<file path="src/rtl/csd_pkg.sv">
package csd_pkg;
  localparam int SYM_W = 5;
  localparam logic [SYM_W-1:0] CG_J    = 5'b11000;
  localparam logic [SYM_W-1:0] CG_K    = 5'b10001;
  localparam logic [SYM_W-1:0] CG_T    = 5'b01101;
  localparam logic [SYM_W-1:0] CG_R    = 5'b00111;
  localparam logic [SYM_W-1:0] CG_IDLE = 5'b11111;

  typedef enum logic [1:0] {ST_IDLE, ST_TENT, ST_CONF} csState_t;

  typedef struct packed {
    logic clearHist;
    logic startAlign;
  } csStrobe_t;
endpackage

</file>
<file path="src/rtl/csd_datapath.sv">
module csd_datapath
  import csd_pkg::*;
#(
  parameter int WIN_LEN    = 10,
  parameter int ONES_LIMIT = 10
) (
  input  logic      clk,
  input  logic      rstN,
  input  logic      bitValid,
  input  logic      rxBit,
  input  csStrobe_t strobe,
  output logic      trigHit,
  output logic      jkHit,
  output logic      onesRun,
  output logic      endPair
);
  localparam int CNT_W = $clog2(ONES_LIMIT + 1);
  localparam int SC_W  = $clog2(SYM_W);

  logic [WIN_LEN-1:0] hist, histN;
  logic [CNT_W-1:0]   onesCnt;
  logic [SYM_W-1:0]   symSr, prevSym, curSym;
  logic [SC_W-1:0]    symCnt;
  logic               pairHit, symDone;

  assign histN = {hist[WIN_LEN-2:0], rxBit};

  always_comb begin
    pairHit = 1'b0;
    for (int i = 0; i < WIN_LEN; i++) begin
      for (int j = i + 2; j < WIN_LEN; j++) begin
        if (!histN[i] && !histN[j]) pairHit = 1'b1;
      end
    end
  end

  assign curSym  = {symSr[SYM_W-2:0], rxBit};
  assign symDone = bitValid && (symCnt == SC_W'(SYM_W - 1));
  assign trigHit = bitValid && pairHit;
  assign jkHit   = bitValid && (histN[2*SYM_W-1:0] == {CG_J, CG_K});
  assign onesRun = bitValid && rxBit && (onesCnt == CNT_W'(ONES_LIMIT - 1));
  assign endPair = symDone && (((prevSym == CG_T) && (curSym == CG_R)) ||
                               ((prevSym == CG_IDLE) && (curSym == CG_IDLE)));

  always_ff @(posedge clk or negedge rstN) begin
    if (!rstN) begin
      hist    <= '1;
      onesCnt <= '0;
      symSr   <= '1;
      prevSym <= CG_K;
      symCnt  <= '0;
    end else if (bitValid) begin
      hist  <= strobe.clearHist ? '1 : histN;
      symSr <= curSym;
      if (!rxBit) onesCnt <= '0;
      else if (onesCnt != CNT_W'(ONES_LIMIT)) onesCnt <= onesCnt + 1'b1;
      if (strobe.startAlign) begin
        symCnt  <= '0;
        prevSym <= CG_K;
      end else if (symDone) begin
        symCnt  <= '0;
        prevSym <= curSym;
      end else begin
        symCnt <= symCnt + 1'b1;
      end
    end
  end
endmodule

</file>
<file path="src/rtl/csd_control.sv">
module csd_control
  import csd_pkg::*;
(
  input  logic      clk,
  input  logic      rstN,
  input  logic      bitValid,
  input  logic      trigHit,
  input  logic      jkHit,
  input  logic      onesRun,
  input  logic      endPair,
  input  logic      txEn,
  input  logic      fullDuplex,
  input  logic      repeaterMode,
  output csStrobe_t strobe,
  output csState_t  stateQ,
  output logic      crs
);
  csState_t stateD;

  always_comb begin
    stateD = stateQ;
    strobe = '0;
    if (bitValid) begin
      unique case (stateQ)
        ST_IDLE: begin
          if (jkHit) begin
            stateD = ST_CONF;
            strobe.startAlign = 1'b1;
          end else if (trigHit) begin
            stateD = ST_TENT;
          end
        end
        ST_TENT: begin
          if (jkHit) begin
            stateD = ST_CONF;
            strobe.startAlign = 1'b1;
          end else if (onesRun) begin
            stateD = ST_IDLE;
          end
        end
        ST_CONF: begin
          if (endPair) begin
            stateD = ST_IDLE;
            strobe.clearHist = 1'b1;
          end
        end
        default: stateD = ST_IDLE;
      endcase
    end
  end

  always_ff @(posedge clk or negedge rstN) begin
    if (!rstN) begin
      stateQ <= ST_IDLE;
      crs    <= 1'b0;
    end else begin
      stateQ <= stateD;
      crs    <= (stateD != ST_IDLE) || (txEn && !(fullDuplex || repeaterMode));
    end
  end
endmodule

</file>
<file path="src/rtl/carrier_sense_detector.sv">
module carrier_sense_detector
  import csd_pkg::*;
#(
  parameter int WIN_LEN    = 10,
  parameter int ONES_LIMIT = 10
) (
  input  logic clk,
  input  logic rstN,
  input  logic bitValid,
  input  logic rxBit,
  input  logic txEn,
  input  logic fullDuplex,
  input  logic repeaterMode,
  output logic crs
);
  csStrobe_t strobe;
  csState_t  stateQ;
  logic      trigHit, jkHit, onesRun, endPair;

  csd_datapath #(.WIN_LEN(WIN_LEN), .ONES_LIMIT(ONES_LIMIT)) u_dp (
    .clk(clk), .rstN(rstN), .bitValid(bitValid), .rxBit(rxBit),
    .strobe(strobe), .trigHit(trigHit), .jkHit(jkHit),
    .onesRun(onesRun), .endPair(endPair)
  );

  csd_control u_ctl (
    .clk(clk), .rstN(rstN), .bitValid(bitValid), .trigHit(trigHit),
    .jkHit(jkHit), .onesRun(onesRun), .endPair(endPair), .txEn(txEn),
    .fullDuplex(fullDuplex), .repeaterMode(repeaterMode),
    .strobe(strobe), .stateQ(stateQ), .crs(crs)
  );
endmodule

</file>
<file path="config.mk">
export PLATFORM = sky130hd
export DESIGN_NAME = carrier_sense_detector
export DESIGN_NICKNAME = d
export VERILOG_FILES = /design/src/rtl/csd_pkg.sv /design/src/rtl/csd_datapath.sv /design/src/rtl/csd_control.sv /design/src/rtl/carrier_sense_detector.sv
export SDC_FILE = /design/constraint.sdc
export NUM_CORES = 1
export LEC_CHECK = 0
export BUFFER_PORTS_ARGS = -buffer_cell sky130_fd_sc_hd__buf_2
export CORE_ASPECT_RATIO = 1.1
export CORE_MARGIN = 5
export CORE_UTILIZATION = 35
export CTS_CLUSTER_DIAMETER = 40
export DETAILED_ROUTE_END_ITERATION = 16
export GPL_TIMING_DRIVEN = 0
export PLACE_DENSITY = 0.58
export SETUP_SLACK_MARGIN = 0.02
export SLEW_MARGIN = 30
export SYNTH_ARGS = -nofsm -noshare
export SYNTH_HDL_FRONTEND = slang
export SYNTH_SLANG_ARGS = --single-unit
</file>
<file path="constraint.sdc">
create_clock -name clk -period 2.46 [get_ports clk]
set_clock_uncertainty 0.15 [all_clocks]
set_input_delay 0.123 -clock clk [delete_from_list [all_inputs] [get_ports clk]]
set_output_delay 0.123 -clock clk [all_outputs]
set_load 0.01 [all_outputs]
</file>
==> impl_metrics.tcl <==
set metrics [dict create \
    ant_nets 0 \
    grt_pass1_wl_um 5020 \
    cts.sinks 28 \
    p_int_mw 0.912 \
    antenna_cells 0 \
    reg2reg_depth 5 \
    synth_area_per_cell_um2 9.92 \
    synth.top_cell.area_share 0.274 \
    ys_ff_latch 28 \
    power_density_nw_per_um2 817 \
    synth_cell_type_count 34 \
    relSlewSlack 0.560 \
    p_leak_nw 0.719 \
    crit_type "reg -> reg" \
    synth_fp_nets 157 \
    clock_path_buffers 2 \
    yosys_most_used_dff "dfstp_2" \
    crit_path_end "u_ctl.crs" \
    period_needed_ps 2350 \
    die_x_um 71.1 \
    final_cell_mix "nand2_1, dfstp_2, dfrtp_1" \
    power.switching_mw 0.429 \
    antenna_found_initial 0 \
    fmax_mhz 426 \
    r2r_start "u_dp.hist[3]" \
    wirelength_um 2960 \
    ios 8 \
    whs_ps 1.30 \
    gp_congestion 0.718 \
    vias 1111 \
    cap_violations 0 \
    r2r_slack_ps 110 \
    wire_per_inst_um 14.0 \
    startpoint "u_dp.hist[3]" \
    rr_endpoint "u_ctl.crs" \
    crit_path_max_incr_delay_ps 580 \
    grt_pass1_vias 1153 \
    clk_pin_slew_ps 90 \
    htreeDepth 1 \
    die_area_um2 5490 \
    die_h_um 77.2 \
    syn_area_um2 1440 \
    rsz0062_at_grt "false" \
    drc 0 \
    synth_edf_count 0 \
    period_share 0.955 \
    final_cells 211 \
    cp_slowest_cell "dfstp_2" \
    clk_latency_ps 280 \
    ir_drop_uv 248 \
    grt_overflow_total 0 \
    num_rows 24 \
    yosysTopAreaCell "dfstp_2" \
    numCtsBuffers 3 \
    viasPerCell 5.27 \
    setup_viol 0 \
    final_common_cell "nand2_1" \
    cp_max_fo 5 \
    design_area_um2 1640 \
    drtIter0Drc 89 \
    cts_tree "built" \
    cp-end-kind "flip-flop" \
    grt_max_degree 29 \
    firstDrtPassIters 4 \
    crit_required_ps 2460 \
    synthArstFlopShare 1.00 \
    crit_chain "or4b_1, nor4_4, a311o_2, a221oi_2, or4_1" \
    start_util 0.363 \
    tightestPinTransition_ps 660 \
    yosysSeqAreaShare 0.500 \
    core_area_um2 3960 \
    synth.top_cells.by_area "dfstp_2, dfrtp_1, nand2_1" \
    finalWorstSetupSlack_ps 111 \
    synthesis.instances 145 \
    power_frac_clock 0.213 \
    postPlaceCellArea_um2 1540 \
    dp_cells 204 \
    status "complete, no violations" \
    p_comb_frac 0.226 \
    layout-drive-gt1-share 0.233 \
    synth_warnings 0 \
    hp-class "in -> reg" \
    hold_violations 0 \
    track_usage 0.114 \
    start_kind "flip-flop" \
    dp_hpwl_um 2120 \
    cp.arrival_ps 2350 \
    root_buffer "clkbuf_8" \
    syn2layout_area_growth_pct 14.1 \
    sw_frac_of_total 0.320 \
    portBuffers 7 \
    pwr-share-seq 0.561 \
    slew_violations 0 \
    nets 172 \
    pre_cts_ws_ps -39.3 \
]
synthesized netlist by cell type, types with 2 or more instances:
master,n
nand4b_1,2
dfstp_2,15
nand3_1,6
dfrtp_1,13
nand2_1,31
o22ai_1,3
o21ai_0,11
nand4_1,2
clkbuf_1,3
nor2_1,6
mux2i_1,9
a21oi_1,6
or4_1,2
ha_1,5
mux2_2,3
and3_1,2
inv_1,9
stage by stage:
step | power (mW) | utilization | TNS, ps
detailed placement | 1.05 | 0.388 | -39.3
global placement | 1.02 | 0.388 | -31.0
floorplan | 0.950 | - | 0
CTS | 1.35 | 0.410 | 0
global route | 1.43 | 0.414 | 0
finish | 1.34 | 0.414 | 0
per-layer routing:
layer	GRT usage	up-vias	share of wire
li1	-	542	-
met1	0.136	542	0.44
met2	0.197	20	0.51
met3	0.0170	7	0.030
met4	0.0564	0	0.022
met5	0	-	0
critical path, delay by kind of cell, from the launching register on:
kind	cells	cell delay, ps
simple gates	3	1250
compound gates	2	240
flops	1	580
power by group through the flow:
| stage | clock network [mW] | logic [mW] | registers (mW) |
|---|---|---|---|
| CTS | 0.298 | 0.296 | 0.753 |
| global placement | 0 | 0.266 | 0.755 |
| floorplan | 0 | 0.224 | 0.727 |
| finish | 0.285 | 0.303 | 0.753 |
| global route | 0.313 | 0.345 | 0.776 |
| detailed placement | 0 | 0.290 | 0.758 |
timing repair:
action | CTS | global route
setup endpoints to repair | 5 | 1
hold buffers | 2 | 0
pin swaps | 0 | 1
setup buffers | 0 | 1
resized for setup | 2 | 1
hold endpoints to repair | 14 | 0
worst min path at each step:
stage / cells after the start / slack [ps] / start / endpoint
6_report: 4 / 1 / txEn / u_ctl.crs
3_5_place_dp: 1 / 30 / rstN / u_dp.onesCnt[1]
4_1_cts: 4 / 7 / txEn / u_ctl.crs
2_1_floorplan: 0 / -320 / rstN / u_ctl.crs
3_3_place_gp: 1 / 10 / rstN / u_dp.onesCnt[2]
5_1_grt: 4 / 30 / txEn / u_ctl.crs
kinds of logic after synthesis:
logic type,count (synthesis),share of synthesized area
simple gates,60,0.217
fa+ha+maj,5,0.0435
mux,12,0.0861
buf+inv,13,0.0339
flops,28,0.500
compound gates,26,0.114
xor+xnor,1,0.00609
registers in the layout, summed over array words and instances (netlist names):
register      flops
u_dp.onesCnt      4
u_dp.hist         9
u_ctl.crs         1
u_dp.prevSym      5
u_ctl.stateQ      2
u_dp.symSr        4
u_dp.symCnt       3
area by class of cell:
class | count | area, um2
sequential | 28 | 719
clock buffer | 4 | 55.1
buffer | 4 | 15.0
fill | 409 | 2320
multi-input combinational | 104 | 691
inverter | 9 | 33.8
tap | 52 | 65.1
timing repair buffer | 10 | 62.6
Power figures use the tool's default switching activity.
